File: config.mk
export PLATFORM = sky130hd
export DESIGN_NAME = fa_err_toggle
export DESIGN_NICKNAME = d
export VERILOG_FILES = /design/src/rtl/fa_err_toggle.sv
export SDC_FILE = /design/constraint.sdc
export NUM_CORES = 1
export LEC_CHECK = 0
export CELL_PAD_IN_SITES_DETAIL_PLACEMENT = 0
export CELL_PAD_IN_SITES_GLOBAL_PLACEMENT = 1
export CORE_MARGIN = 10
export CORE_UTILIZATION = 30
export DETAILED_ROUTE_END_ITERATION = 12
export HOLD_SLACK_MARGIN = 0.08
export PLACE_DENSITY_LB_ADDON = 0.1
export SLEW_MARGIN = 20
export SYNTH_ARGS = -nofsm -noshare
export SYNTH_HDL_FRONTEND = slang
export SYNTH_SLANG_ARGS = --single-unit
export TNS_END_PERCENT = 20
File: constraint.sdc
create_clock -name clk -period 1.7 [get_ports clk]
set_input_delay 0.51 -clock clk [delete_from_list [all_inputs] [get_ports clk]]
set_output_delay 0.51 -clock clk [all_outputs]
set_load 0.1 [all_outputs]
File: src/rtl/fa_err_toggle.sv
module fa_err_toggle #(
  parameter logic [6:0] PATTERN = 7'b0011011,
  parameter int ERR_LIMIT = 16,
  parameter int HOLDOFF_TICKS = 1024,
  localparam int CW = $clog2(ERR_LIMIT + 1),
  localparam int HW = $clog2(HOLDOFF_TICKS + 1)
) (
  input  logic          clk,
  input  logic          rst,
  input  logic          tick,
  input  logic          fa_valid,
  input  logic [6:0]    fa_bits,
  output logic          err_flag,
  output logic [CW-1:0] err_count
);

  localparam logic [CW-1:0] LIM  = CW'(ERR_LIMIT);
  localparam logic [HW-1:0] HOLD = HW'(HOLDOFF_TICKS);

  logic [CW-1:0] cnt;
  logic [HW-1:0] hold;
  logic          flag;

  wire bad     = fa_valid && (fa_bits != PATTERN);
  wire full    = (cnt == LIM);
  wire idle    = (hold == '0);
  wire flip    = tick && idle && full;

  always_ff @(posedge clk) begin
    if (rst) begin
      cnt  <= '0;
      hold <= '0;
      flag <= 1'b0;
    end else if (flip) begin
      flag <= ~flag;
      hold <= HOLD;
      cnt  <= bad ? CW'(1) : '0;
    end else begin
      if (tick && !idle) hold <= hold - 1'b1;
      if (bad && !full)  cnt  <= cnt + 1'b1;
    end
  end

  assign err_flag  = flag;
  assign err_count = cnt;

  assert_no_overflow_R4: assert property (@(posedge clk) disable iff (rst)
    cnt <= LIM);

  assert_reset_state_R7: assert property (@(posedge clk)
    rst |=> (!err_flag && err_count == '0 && hold == '0));

  assert_holdoff_stable_R6: assert property (@(posedge clk) disable iff (rst)
    (hold != '0) |=> $stable(err_flag));

  assert_flip_cause_R5: assert property (@(posedge clk) disable iff (rst)
    (!tick || !full) |=> $stable(err_flag));

  assert_ignore_nostrobe_R3: assert property (@(posedge clk) disable iff (rst)
    (!fa_valid && !flip) |=> $stable(err_count));

  assert_match_nocount_R1: assert property (@(posedge clk) disable iff (rst)
    (fa_valid && fa_bits == PATTERN && !flip) |=> $stable(err_count));

  assert_one_per_word_R2: assert property (@(posedge clk) disable iff (rst)
    (bad && !full && !flip) |=> (err_count == $past(cnt) + 1'b1));

endmodule

==> reports/metrics.csv <==
metric,value,unit
period_minus_slack,1.66,ns
p_leak,0.578,nW
fin_worst_skew,0.0164,ns
vias_per_cell,4.78,
layout-drive-gt1-share,0.372,
syn_area,978,µm²
multi_input_area,653,µm²
yosys.cell_types.count,36,
max_freq,0.603,GHz
yosys-top-cells-area,"dfxtp_1 (35%), a21oi_1 (5.6%), nor2_1 (5.4%)",
reg2reg_from,hold[0],
port_buffers,16,
die_area,5950,µm²
drt_pre_antenna_iters,4,
cp_cell_sequence,dlygate4sd2_1 -> or3b_4 -> or4_4 -> a211o_1 -> a21oi_2,
hold_buffers,0,
timing.hold.ws,0.536,ns
clk_latency,0.30,ns
finalSetupTns,0,ns
cap_violations,0,
fill_cells,296,
rr_worst_depth,7,
async_flop_share,0,
p_per_area,1440,nW/µm²
worst_slew_pin_slew,0.365,ns
vdd_drop_max,0.773,mV
cp_num_buf_inv,1,
cts_buffers,3,
ant_nets,0,
place_congestion,0.772,
drc,0,
grt_max_degree,14,
yosysSeqAreaShare,0.348,
synth_enable_flop_cells,0,
arrival,1.91,ns
die_w,77.1,µm
grtUsageTotal,0.0777,
grt_pass1_wl,3980,µm
cts.path.max_buffers,2,
clk_pin_slew,0.13,ns
start_util,0.318,
synth_warnings,0,
initialDrtViolationCount,70,
synth_fp_nets,124,
cp_data_required_time,1.95,ns
synth_top_area_share,0.348,
cts-root-buf,clkbuf_4,
antenna_found_initial,0,
worst_path_dominant_cell_family,simple AND/OR/NAND/NOR gates,
finalSetupViolCount,0,
period_share,0.975,
hold_viol_final,0,
whs_endpoint,hold[1],
avgSynthCellArea,8.98,µm²
post_cts.repair.setup_buffers,0,
seqCellArea,357,µm²
insertedDiodeCount,0,
place_inst,185,
yosysTopAreaCell,dfxtp_1,
die_h,77.1,µm
ys_seq_elements,17,
drt_wl_total,2280,µm
slew-limit-headroom,0.756,
layoutNonFillerInstCount,189,
r2r_end,err_count[1],
syn_inst,109,
critPathMaxStageDelay,0.43,ns
cp-end-kind,flip-flop,
place.detailed.hpwl,1840,µm
path_class,in2reg,
final_cell_mix,"buf_4 (18), nor2_1 (14), a21oi_1 (10), dfxtp_1 (10), clkdlybuf4s50_1 (9)",
finalPower,2.12,mW
path_max_fanout,3,
rsz0062_at_grt,true,
first_global_vias,896,
cts.sinks,17,
worst-r2r-setup-slack,0.09,ns
htreeDepth,1,
hp-class,reg2reg,
final_net_count,161,
area_delta_synth_final,50.3,%
mostFrequentLayoutCell,buf_4,
vias,904,
critPathSlowestCell,or4_4,
synthFlopType,dfxtp_1,
outcome,"complete, no violations",
cp-start-kind,input pin,
cp-startpoint,tick,
core_area,3080,µm²
num_rows,20,
final_util,0.478,
grt-ovfl-total,0,
worstHoldPathCells,2,
finalMaxSlewViolations,0,
min_from,hold[1],
tritoncts,yes,
routedWlPerCell,12.1,µm
io_pins,17,
-- worst reg2reg max path, cell delays in order (launching register included) --
cell and delay [ns]:
dfxtp_2 0.38, inv_1 0.06, ha_1 0.22, and3b_2 0.22, and4_4 0.17, buf_4 0.14, a21oi_1 0.15, mux2i_1 0.19
-- cells by family (layout without fill, tap and decap cells) --
family,after synthesis,in the layout,synth area share
xor gates and xnor gates,6,6,0.0537
and+or+nand+nor,47,47,0.308
adders and majority gates,4,4,0.0512
muxes,4,4,0.0409
AOI/OAI and AO/OA,23,23,0.148
buffers and inverters,8,44,0.0499
DFF,17,17,0.348
-- area by class of cell --
class | instances | share of cell area
inverters | 6 | 0.0153
multi-input cells | 84 | 0.444
flip-flops and latches | 17 | 0.243
well taps | 44 | 0.0374
clock inverters | 1 | 0.00426
clock buffers | 3 | 0.0153
repair buffers | 34 | 0.241
-- state kept, by name, summed over array words and instances (netlist names) --
signal	cells
err_count	5
err_flag	1
hold	11
-- worst max-delay path by stage --
| stage | endpoint | slack (ns) | cells past startpoint |
|---|---|---|---|
| 6_report | hold[5] | 0.04 | 5 |
| 5_1_grt | err_count[0] | -0.02 | 5 |
| 4_1_cts | hold[1] | 0.02 | 6 |
| 3_5_place_dp | hold[5] | -0.58 | 5 |
| 3_3_place_gp | hold[5] | -0.55 | 5 |
| 2_1_floorplan | hold[5] | -0.03 | 4 |
-- power breakdown --
group	internal [mW]	switching, mW	leakage [nW]
registers	0.508	0.134	0.143
logic	0.659	0.581	0.418
clock network	0.0909	0.147	0.0183
total	1.26	0.861	0.578
-- through the flow --
| step | setup slack (ns) | area (µm²) |
|---|---|---|
| 2_1_floorplan | -0.0251 | 1030 |
| 3_3_place_gp | -0.553 | 1410 |
| 3_5_place_dp | -0.577 | 1410 |
| 4_1_cts | 0.0154 | 1460 |
| 5_1_grt | -0.0177 | 1470 |
| 6_report | 0.0420 | 1470 |
-- synthesized netlist by cell type, types with 2 or more instances --
cell and n:
a211o_1 2, a211oi_1 3, a21oi_1 11, dfxtp_1 17
ha_1 4, inv_1 6, mux2i_1 4, nand2_1 6
nand2b_1 2, nand3_1 2, nand4_1 5, nor2_1 14
nor4_1 2, nor4bb_1 2, o21ai_0 2, or4_1 2
xnor2_1 6
-- layer usage --
metal / wire, µm / global-route usage / vias to the layer above
met2: 961 / 0.121 / 11
li1: - / - / 473
met5: 0 / 0 / -
met4: 10 / 0.0164 / 0
met1: 1230 / 0.102 / 418
met3: 72 / 0.0256 / 2
-- timing repair --
action / 4_1_cts / 5_1_grt
resized for setup: 7 / 2
pin swaps: 1 / 3
setup endpoints to repair: 6 / 9
Note: power is estimated with default switching activity, not from simulation.
